`config.mk`:
```
export PLATFORM = sky130hd
export DESIGN_NAME = ir_pkt_tx
export DESIGN_NICKNAME = d
export VERILOG_FILES = /design/src/rtl/ir_tx_pkg.sv /design/src/rtl/ir_tick_gen.sv /design/src/rtl/ir_carrier_gen.sv /design/src/rtl/ir_key_select.sv /design/src/rtl/ir_sym_seq.sv /design/src/rtl/ir_pkt_tx.sv
export SDC_FILE = /design/constraint.sdc
export NUM_CORES = 1
export LEC_CHECK = 0
export BUFFER_PORTS_ARGS = -buffer_cell sky130_fd_sc_hd__clkbuf_2
export CAP_MARGIN = 0
export CORE_AREA = 2 2 71 73
export DETAILED_ROUTE_END_ITERATION = 7
export DIE_AREA = 0 0 73 75
export PLACE_DENSITY = 0.77
export SLEW_MARGIN = 25
export SYNTH_ARGS = -nofsm -noshare
export SYNTH_HDL_FRONTEND = slang
export SYNTH_SLANG_ARGS = --single-unit
```
`constraint.sdc`:
```
create_clock -name clk_i -period 2.7 [get_ports clk_i]
set_input_delay 0.54 -clock clk_i [delete_from_list [all_inputs] [get_ports clk_i]]
set_output_delay 0.54 -clock clk_i [all_outputs]
set_load 0.005 [all_outputs]
```
`src/rtl/ir_tx_pkg.sv`:
```
package ir_tx_pkg;
  typedef enum logic [1:0] {ST_IDLE, ST_BURST, ST_GAP, ST_PAUSE} seq_st_e;

  localparam int unsigned NUM_KEYS = 4;
  localparam int unsigned CODE_W   = 3;
  localparam int unsigned SYM_W    = 3;
  localparam logic [SYM_W-1:0] SYM_STOP = 3'd7;

  function automatic logic [CODE_W-1:0] key_code(input logic [1:0] idx);
    case (idx)
      2'd0:    key_code = 3'b001;
      2'd1:    key_code = 3'b100;
      2'd2:    key_code = 3'b101;
      default: key_code = 3'b111;
    endcase
  endfunction
endpackage

```
`src/rtl/ir_tick_gen.sv`:
```
module ir_tick_gen #(
  parameter int unsigned DIV = 800,
  localparam int unsigned CW = $clog2(DIV + 1)
) (
  input  logic clk_i,
  input  logic rst_ni,
  input  logic clr_i,
  output logic tick_o
);
  localparam logic [CW-1:0] LAST = CW'(DIV - 1);
  logic [CW-1:0] cnt_q;

  always_ff @(posedge clk_i or negedge rst_ni) begin
    if (!rst_ni)            cnt_q <= '0;
    else if (clr_i)         cnt_q <= '0;
    else if (cnt_q == LAST) cnt_q <= '0;
    else                    cnt_q <= cnt_q + 1'b1;
  end

  assign tick_o = !clr_i && (cnt_q == LAST);
endmodule

```
`src/rtl/ir_carrier_gen.sv`:
```
module ir_carrier_gen #(
  parameter int unsigned HALF = 105,
  localparam int unsigned CW = $clog2(HALF + 1)
) (
  input  logic clk_i,
  input  logic rst_ni,
  input  logic en_i,
  output logic carrier_o
);
  localparam logic [CW-1:0] LAST = CW'(HALF - 1);
  logic [CW-1:0] cnt_q;
  logic          ph_q;

  // phase rests high so every burst opens with a full high half-period
  always_ff @(posedge clk_i or negedge rst_ni) begin
    if (!rst_ni) begin
      cnt_q <= '0;
      ph_q  <= 1'b1;
    end else if (!en_i) begin
      cnt_q <= '0;
      ph_q  <= 1'b1;
    end else if (cnt_q == LAST) begin
      cnt_q <= '0;
      ph_q  <= ~ph_q;
    end else begin
      cnt_q <= cnt_q + 1'b1;
    end
  end

  assign carrier_o = en_i & ph_q;
endmodule

```
`src/rtl/ir_key_select.sv`:
```
module ir_key_select #(
  parameter int unsigned NUM_KEYS = 4,
  localparam int unsigned IDX_W = $clog2(NUM_KEYS)
) (
  input  logic                clk_i,
  input  logic                rst_ni,
  input  logic [NUM_KEYS-1:0] keys_i,
  output logic [NUM_KEYS-1:0] keys_s_o,
  output logic                any_o,
  output logic [IDX_W-1:0]    pri_o
);
  logic [NUM_KEYS-1:0] s1_q, s2_q;

  always_ff @(posedge clk_i or negedge rst_ni) begin
    if (!rst_ni) begin
      s1_q <= '0;
      s2_q <= '0;
    end else begin
      s1_q <= keys_i;
      s2_q <= s1_q;
    end
  end

  // lowest index wins
  always_comb begin
    pri_o = '0;
    for (int i = NUM_KEYS - 1; i >= 0; i--)
      if (s2_q[i]) pri_o = IDX_W'(i);
  end

  assign keys_s_o = s2_q;
  assign any_o    = |s2_q;
endmodule

```
`src/rtl/ir_sym_seq.sv`:
```
module ir_sym_seq
  import ir_tx_pkg::*;
#(
  parameter int unsigned BURST_TICKS    = 6,
  parameter int unsigned HDR_GAP_TICKS  = 30,
  parameter int unsigned ONE_GAP_TICKS  = 10,
  parameter int unsigned ZERO_GAP_TICKS = 20,
  parameter int unsigned PAUSE_TICKS    = 200,
  localparam int unsigned IDX_W = $clog2(NUM_KEYS),
  localparam int unsigned MAX_T =
    (PAUSE_TICKS > HDR_GAP_TICKS) ? PAUSE_TICKS : HDR_GAP_TICKS,
  localparam int unsigned TK_W = $clog2(MAX_T + 1)
) (
  input  logic                clk_i,
  input  logic                rst_ni,
  input  logic                tick_i,
  input  logic [NUM_KEYS-1:0] keys_s_i,
  input  logic                any_i,
  input  logic [IDX_W-1:0]    pri_i,
  output seq_st_e             st_o,
  output logic [SYM_W-1:0]    sym_o,
  output logic [CODE_W-1:0]   code_o,
  output logic                burst_o,
  output logic                clr_o,
  output logic                busy_o
);
  localparam logic [TK_W-1:0] BURST_LAST = TK_W'(BURST_TICKS - 1);
  localparam logic [TK_W-1:0] HDR_LAST   = TK_W'(HDR_GAP_TICKS - 1);
  localparam logic [TK_W-1:0] ONE_LAST   = TK_W'(ONE_GAP_TICKS - 1);
  localparam logic [TK_W-1:0] ZERO_LAST  = TK_W'(ZERO_GAP_TICKS - 1);
  localparam logic [TK_W-1:0] PAUSE_LAST = TK_W'(PAUSE_TICKS - 1);

  seq_st_e           st_q;
  logic [SYM_W-1:0]  sym_q;
  logic [TK_W-1:0]   tk_q;
  logic [IDX_W-1:0]  idx_q;
  logic [CODE_W-1:0] code_q;
  logic              data_bit;
  logic [TK_W-1:0]   gap_last;

  always_comb begin
    data_bit = 1'b0;
    if (sym_q >= 3'd1 && sym_q <= 3'd3)
      data_bit = code_q[2'(sym_q - 3'd1)];
    else if (sym_q >= 3'd4 && sym_q <= 3'd6)
      data_bit = ~code_q[2'(sym_q - 3'd4)];
    if (sym_q == 3'd0) gap_last = HDR_LAST;
    else               gap_last = data_bit ? ONE_LAST : ZERO_LAST;
  end

  always_ff @(posedge clk_i or negedge rst_ni) begin
    if (!rst_ni) begin
      st_q   <= ST_IDLE;
      sym_q  <= '0;
      tk_q   <= '0;
      idx_q  <= '0;
      code_q <= '0;
    end else begin
      unique case (st_q)
        ST_IDLE: if (any_i) begin
          st_q   <= ST_BURST;
          sym_q  <= '0;
          tk_q   <= '0;
          idx_q  <= pri_i;
          code_q <= key_code(2'(pri_i));
        end
        ST_BURST: if (tick_i) begin
          if (tk_q == BURST_LAST) begin
            tk_q <= '0;
            st_q <= (sym_q == SYM_STOP) ? ST_PAUSE : ST_GAP;
          end else tk_q <= tk_q + 1'b1;
        end
        ST_GAP: if (tick_i) begin
          if (tk_q == gap_last) begin
            tk_q  <= '0;
            sym_q <= sym_q + 1'b1;
            st_q  <= ST_BURST;
          end else tk_q <= tk_q + 1'b1;
        end
        ST_PAUSE: if (tick_i) begin
          if (tk_q == PAUSE_LAST) begin
            tk_q  <= '0;
            sym_q <= '0;
            st_q  <= keys_s_i[idx_q] ? ST_BURST : ST_IDLE;
          end else tk_q <= tk_q + 1'b1;
        end
        default: st_q <= ST_IDLE;
      endcase
    end
  end

  assign st_o    = st_q;
  assign sym_o   = sym_q;
  assign code_o  = code_q;
  assign burst_o = (st_q == ST_BURST);
  assign clr_o   = (st_q == ST_IDLE);
  assign busy_o  = (st_q != ST_IDLE);
endmodule

```
`src/rtl/ir_pkt_tx.sv`:
```
module ir_pkt_tx
  import ir_tx_pkg::*;
#(
  parameter int unsigned CLK_HZ         = 8_000_000,
  parameter int unsigned TICK_HZ        = 10_000,
  parameter int unsigned CARRIER_HZ     = 38_000,
  parameter int unsigned BURST_TICKS    = 6,
  parameter int unsigned HDR_GAP_TICKS  = 30,
  parameter int unsigned ONE_GAP_TICKS  = 10,
  parameter int unsigned ZERO_GAP_TICKS = 20,
  parameter int unsigned PAUSE_TICKS    = 200
) (
  input  logic       clk_i,
  input  logic       rst_ni,
  input  logic [3:0] keys_i,
  output logic       ir_o,
  output logic       busy_o
);
  localparam int unsigned TICK_DIV = CLK_HZ / TICK_HZ;
  localparam int unsigned HALF_CYC = CLK_HZ / (2 * CARRIER_HZ);
  localparam int unsigned IDX_W    = $clog2(NUM_KEYS);

  logic [NUM_KEYS-1:0] keys_s;
  logic                any_key;
  logic [IDX_W-1:0]    pri_idx;
  logic                tick;
  logic                clr;
  logic                burst;
  seq_st_e             st_w;
  logic [SYM_W-1:0]    sym_w;
  logic [CODE_W-1:0]   code_w;

  ir_key_select #(.NUM_KEYS(NUM_KEYS)) u_keys (
    .clk_i, .rst_ni, .keys_i,
    .keys_s_o(keys_s), .any_o(any_key), .pri_o(pri_idx)
  );

  ir_tick_gen #(.DIV(TICK_DIV)) u_tick (
    .clk_i, .rst_ni, .clr_i(clr), .tick_o(tick)
  );

  ir_sym_seq #(
    .BURST_TICKS(BURST_TICKS), .HDR_GAP_TICKS(HDR_GAP_TICKS),
    .ONE_GAP_TICKS(ONE_GAP_TICKS), .ZERO_GAP_TICKS(ZERO_GAP_TICKS),
    .PAUSE_TICKS(PAUSE_TICKS)
  ) u_seq (
    .clk_i, .rst_ni, .tick_i(tick), .keys_s_i(keys_s), .any_i(any_key),
    .pri_i(pri_idx), .st_o(st_w), .sym_o(sym_w), .code_o(code_w),
    .burst_o(burst), .clr_o(clr), .busy_o
  );

  ir_carrier_gen #(.HALF(HALF_CYC)) u_car (
    .clk_i, .rst_ni, .en_i(burst), .carrier_o(ir_o)
  );
endmodule

```
# Word-level counts from Yosys, hierarchy flattened
# Index checks and enable logic that the tools add are counted.
[totals]
input_bits = 6
output_inout_bits = 2
word_cells = 104
regBits = 44
[op_classes]
n_lt_le_gt_ge = 7
n_reduce_logical = 14
mux = 45
n_addsub = 6
bitwise_logic = 3
eq_ne = 19
[ops]
columns = ["operator", "count"]
rows = [
  ["$mux 8", 8],
  ["$pmux 8 s4", 1],
  ["$mux 2", 11],
  ["$mux 10", 2],
  ["$pmux 3 s3", 2],
  ["$mux 3", 5],
  ["$mux 7", 2],
  ["$ne 2x2->1 const B", 6],
  ["$add 10x1->10 const B", 1],
  ["$eq 10x10->1 const B", 1],
  ["$lt 2x3->1 const B", 3],
  ["$mux 1", 9],
  ["$add 8x1->8 const B", 1],
  ["$eq 8x3->1 const B", 1],
  ["$eq 8x8->1", 1],
  ["$eq 8x8->1 const B", 1],
  ["$pmux 2 s4", 1],
  ["$add 7x1->7 const B", 1],
  ["$eq 7x7->1 const B", 1],
  ["$reduce_and 7->1", 1],
  ["$bmux 1 s2", 3],
  ["$eq 2x2->1 const B", 3],
  ["$reduce_and 6->1", 1],
  ["$mux 5", 1],
  ["20 further kinds", 27],
]

# Logic depth before layout (Yosys ltp)
[logic_depth]
word_depth = 12
mapped_depth = 10
depth_no_buf = 8

# Hierarchy
# From an unflattened synthesis, not the netlist that was laid out.
[hier_totals]
hier_cells = 240
hier_area_um2 = 2379.8
[modules_own_cells]
columns = ["module", "cells_each", "area_each_um2", "seq_area_each_um2", "instances"]
rows = [
  ["ir_sym_seq", 138, 1273.7, 450.4, 1],
  ["ir_tick_gen", 50, 496.7, 250.2, 1],
  ["ir_carrier_gen", 37, 374.1, 201.4, 1],
  ["ir_key_select", 15, 235.2, 200.2, 1],
]

# Worst setup path before layout
# No wires, ideal clock.
[synth_timing]
kind = "register to register"
from = "register u_seq.sym_q[0], in the netlist u_seq.sym_o[0]"
to = "register u_seq.tk_q[6]"
setup_time_ns = 0.143
required_ns = 2.557
n_path_buf = 1
stages_incl_launch_ff = 10
slack_ns = 0.483
synth_period_minus_slack_ns = 2.217
arrival_ns = 2.074
cell_sequence = "dfrtp_1 buf_2 inv_1 ha_1 a21oi_1 a211o_1 o32ai_1 a2111oi_4 o31ai_1 o211ai_1"
[synth_between]
elab_chain_cells = 12
elab_cells_between_ends = 22
classes_between = "add/sub (2); order compare (4); eq/ne (1); mux (11); bitwise (1); reduce/logical (3)"
[synth_lines]
columns = ["item", "line", "rtl"]
rows = [
  ["start, declared", "ir_sym_seq.sv:34", "logic [SYM_W-1:0] sym_q;"],
  ["start signal, assigned", "ir_sym_seq.sv:76", "sym_q <= sym_q + 1'b1;"],
  ["$sub 2x1->2", "ir_sym_seq.sv:46", "data_bit = ~code_q[2'(sym_q - 3'd4)];"],
  ["$bmux 1 s2", "ir_sym_seq.sv:46", ""],
  ["$mux 1 (implied by the code)", "ir_sym_seq.sv:46", ""],
  ["$not 1->1", "ir_sym_seq.sv:46", ""],
  ["$mux 1", "ir_sym_seq.sv:45", "else if (sym_q >= 3'd4 && sym_q <= 3'd6)"],
  ["$mux 1", "ir_sym_seq.sv:43", "if (sym_q >= 3'd1 && sym_q <= 3'd3)"],
  ["$mux 5", "ir_sym_seq.sv:48", "else gap_last = data_bit ? ONE_LAST : ZERO_LAST;"],
  ["$mux 8 (*)", "ir_sym_seq.sv:47", "if (sym_q == 3'd0) gap_last = HDR_LAST;"],
  ["$eq 8x8->1 (*)", "ir_sym_seq.sv:74", "if (tk_q == gap_last) begin"],
  ["$mux 8 (*)", "ir_sym_seq.sv:74", ""],
  ["$mux 8 (*)", "ir_sym_seq.sv:73", "ST_GAP: if (tick_i) begin"],
  ["$pmux 8 s4 (*)", "ir_sym_seq.sv:59", "unique case (st_q)"],
  ["end signal, assigned", "ir_sym_seq.sv:71", "end else tk_q <= tk_q + 1'b1;"],
  ["end signal, assigned", "ir_sym_seq.sv:78", "end else tk_q <= tk_q + 1'b1;"],
  ["end signal, assigned", "ir_sym_seq.sv:85", "end else tk_q <= tk_q + 1'b1;"],
  ["end, declared", "ir_sym_seq.sv:35", "logic [TK_W-1:0] tk_q;"],
]
# Every way passes the cells marked *; elsewhere a longest branch is shown, timed or not. The select of a mux whose other input is x is not followed.
# A chain may end at the register's enable or synchronous reset.

# Final worst setup path
# Ends and elaborated chain as after synthesis.

==> summary.txt <==
CTS
  • Number of buffers created by CTS: 5
  • Source-to-sink clock delay at the later pin of the worst-skew pair: 300 ps
  • Clock slew at reported path FFs: 90 ps
  • Sink Count: 44
  • CTS tree: done
  • Buffer cell driving the clock tree root: sky130_fd_sc_hd__clkbuf_8
  • Clock Tree Buf Depth: 2
  • Number of setup buffers added after CTS: 0
  • H-tree levels: 2
  • Post-cts gate resize count: 0
  • Hold buffer count at cts: 0

Timing
  • Final Max Tran Viols: 0
  • Setup total negative slack: 0 ps
  • Worst Clk Skew: 6.41 ps
  • Setup repair after global routing missed its margin: no
  • Hold violation total from the final report: 0
  • Hold Slack: 169 ps
  • Period minus WS final: 2460 ps
  • Highest clock frequency the design can meet: 407 MHz
  • Slew of the pin with the lowest slew margin: 565 ps
  • Ratio of final minimum period to clock period: 91.1%
  • Max_slew headroom: 61.8%
  • Final Setup Violations: 0

Global route
  • Aggregate global-route resource usage: 17.9%
  • Remaining global-route overflow: 0
  • First-pass GRT wire length: 7530 um
  • Number of global-route vias before repair: 1,651
  • Largest net degree at the start of global routing: 28
  • Initial antenna violation count: 0

Place
  • Placer congestion estimate: 0.809
  • Post-place instance area: 0.00240 mm^2
  • Half-perimeter wire length of the detailed placement result: 3060 um
  • # port buffers: 7

Setup path
  • Startpoint kind of the worst setup timing path: flop
  • Setup slack on the worst flop-to-flop path: 240 ps
  • Setup crit end kind: flop
  • Worst Setup Path Type: flop to flop
  • Data required time of the worst path: 2930 ps
  • Biggest fanout along the worst timing path: 11
  • Reg-to-Reg Start: u_seq.sym_o[0]
  • Count of cells along the worst register-to-register path: 9
  • Critical Path AT: 2690 ps
  • Worst R2R End: u_seq.tk_q[6]

Synth
  • Leading post-synthesis cells by cell area: sky130_fd_sc_hd__dfrtp_1, sky130_fd_sc_hd__nor2_1, sky130_fd_sc_hd__ha_1
  • Count of flip-flops with a built-in enable after synthesis: 0
  • Portion of the post-synthesis area used by sequential elements: 47.8%
  • Cell taking the most area after synthesis: sky130_fd_sc_hd__dfrtp_1
  • Number of cells produced by synthesis: 238
  • Count of state elements after synthesis: 44
  • Predominant post-synthesis flop cell: sky130_fd_sc_hd__dfrtp_1
  • Total nets after synthesis: 254
  • Count of cell types in the netlist: 44
  • Mean post-synth cell area: 9.69 um^2
  • Total number of yosys warnings: 0
  • Async S/R FF share, synth: 100%
  • Synthesized cell area: 0.00231 mm^2
  • Fraction of post-synthesis cell area in the top cell type by area: 46.7%

Routing
  • Total number of vias: 1,762
  • Post-route DRC violation count: 0
  • Wirelength per Cell: 14.2 um
  • Post-DRT Antenna Nets: 0
  • DRT Pass-1 Iters: 4
  • Detail-routed via count per cell: 5.78
  • Iter 0 DRT Violations: 107
  • Routed wire length: 4350 um

Finish
  • Share of layout cells above drive strength 1: 9.96%
  • Area grow syn2layout: 8.41%
  • N_diodes: 0
  • Final-stage net count: 266
  • Core Util, Final: 53.6%
  • Final instance area: 0.00250 mm^2

Pwr
  • Portion of total power attributed to sequential cells: 56.5%
  • Power Dens Cells: 615 mW/mm^2
  • Total net switching power: 467 uW
  • Static power due to leakage: 0.00107 uW
  • Sum of internal, switching and leakage power: 1540 uW
  • Fraction of power consumed by the clock network: 28.1%
  • Maximum VDD drop: 0.000556 V
  • Sw Share: 30.4%
  • Power share of the combinational group: 15.4%
  • Internal: 1070 uW

Floorplan
  • Initial core utilization: 49.5%
  • Standard-cell row count: 25
  • Die Area: 0.00548 mm^2
  • Ports: 8
  • Die extent in y: 75 um
  • Core Region: 0.00466 mm^2
  • Overall die width: 73 um

Min path
  • Path type of the worst min-delay path: input port to asynchronous set/reset pin

Run status
  • Result of the run: finished, final reports clean

Flow run
  • Max-cap viol count: 0
==> sequential cells by signal, indices dropped and copies added (netlist names), 3 cells and up <==
signal and count:
u_seq.code_o 3, u_keys.keys_s_o 4, u_seq.tk_q 8, u_seq.sym_o 3, u_keys.s1_q 4, u_car.cnt_q 7, u_tick.cnt_q 10
==> layer usage <==
metal	up-vias	share of wire [%]	track usage (%)
met5	-	0	0
met4	0	1.5	6.79
met3	6	4.8	3.61
met2	40	48	28.9
met1	853	46	24.0
li1	863	-	-
==> synthesized netlist by cell type, types with 2 or more instances <==
master and number:
sky130_fd_sc_hd__inv_1 11, sky130_fd_sc_hd__o2bb2ai_1 2, sky130_fd_sc_hd__o311ai_0 3, sky130_fd_sc_hd__o21a_1 2, sky130_fd_sc_hd__and2_1 2, sky130_fd_sc_hd__or4b_4 2
sky130_fd_sc_hd__xor2_1 13, sky130_fd_sc_hd__ha_1 10, sky130_fd_sc_hd__nand2_1 22, sky130_fd_sc_hd__mux2i_1 3, sky130_fd_sc_hd__nor3_1 7, sky130_fd_sc_hd__o211ai_1 2
sky130_fd_sc_hd__nand4_1 4, sky130_fd_sc_hd__buf_2 3, sky130_fd_sc_hd__nand3_1 17, sky130_fd_sc_hd__o21ai_0 13, sky130_fd_sc_hd__or3_1 2, sky130_fd_sc_hd__and3_1 3
sky130_fd_sc_hd__nor4bb_1 2, sky130_fd_sc_hd__nor2_1 34, sky130_fd_sc_hd__nor2b_1 2, sky130_fd_sc_hd__a21oi_1 10, sky130_fd_sc_hd__dfrtp_1 43, sky130_fd_sc_hd__o31ai_1 2
sky130_fd_sc_hd__xnor2_1 4, sky130_fd_sc_hd__nor4_1 2
==> how the worst max path moves through the flow <==
| stage | from | endpoint | slack (ps) |
|---|---|---|---|
| after floorplan | u_seq.sym_o[0] | u_seq.tk_q[6] | 480 |
| after CTS | u_seq.sym_o[0] | u_seq.tk_q[6] | 220 |
| after detailed placement | u_seq.sym_o[0] | u_seq.tk_q[6] | 230 |
| after global placement | u_seq.sym_o[0] | u_seq.tk_q[6] | 310 |
| final | u_seq.sym_o[0] | u_seq.tk_q[6] | 240 |
| after global routing | u_seq.sym_o[0] | u_seq.tk_q[4] | 4 |
==> worst max-delay path, stage by stage, from the launching register on <==
cell and delay (ps):
sky130_fd_sc_hd__dfrtp_1 560, sky130_fd_sc_hd__inv_1 90, sky130_fd_sc_hd__ha_1 330, sky130_fd_sc_hd__a21oi_1 50, sky130_fd_sc_hd__a211o_1 270, sky130_fd_sc_hd__o32ai_1 220, sky130_fd_sc_hd__and3b_1 410, sky130_fd_sc_hd__o31ai_1 130
sky130_fd_sc_hd__buf_4 170, sky130_fd_sc_hd__o211ai_1 160
==> layout by cell type (no fill, tap or decap), drive strengths merged, types with 3 or more instances in the layout <==
master / n
clkbuf: 12
nand4: 4
xor2: 13
dfrtp: 43
nand3: 17
o311ai: 3
nor3: 7
buf: 3
mux2i: 3
ha: 10
a21oi: 10
nor2: 35
xnor2: 4
o21ai: 13
inv: 13
nand2: 22
and3: 3
==> stage by stage <==
step | setup slack (ps) | cells
floorplan | 483 | 238
global placement | 307 | 297
detailed placement | 231 | 297
CTS | 218 | 305
global route | 4.16 | 305
finish | 242 | 305
==> cell type report <==
cell class / count / area [um^2]
repair buffers: 10 / 57.6
flip-flops and latches: 44 / 1100
fillers: 402 / 2160
inverters: 11 / 41.3
well taps: 54 / 67.6
clock buffers: 5 / 68.8
clock inverters: 3 / 26.3
multi-input cells: 178 / 1140
==> power groups by stage <==
stage | registers (uW) | clock network, uW | logic, uW
detailed placement | 877 | 0 | 242
finish | 868 | 432 | 237
global placement | 874 | 0 | 221
global route | 885 | 471 | 276
floorplan | 855 | 0 | 182
CTS | 866 | 447 | 243
==> logic make-up after synthesis <==
family	after synthesis	share of synthesized area [%]
AOI/OAI and AO/OA	41	12.3
xor gates and xnor gates	17	6.46
adders and majority gates	10	5.43
buffers and inverters	16	2.93
DFF	44	47.8
muxes	4	2.28
and+or+nand+nor	106	22.8
Note: power is estimated with default switching activity, not from simulation.
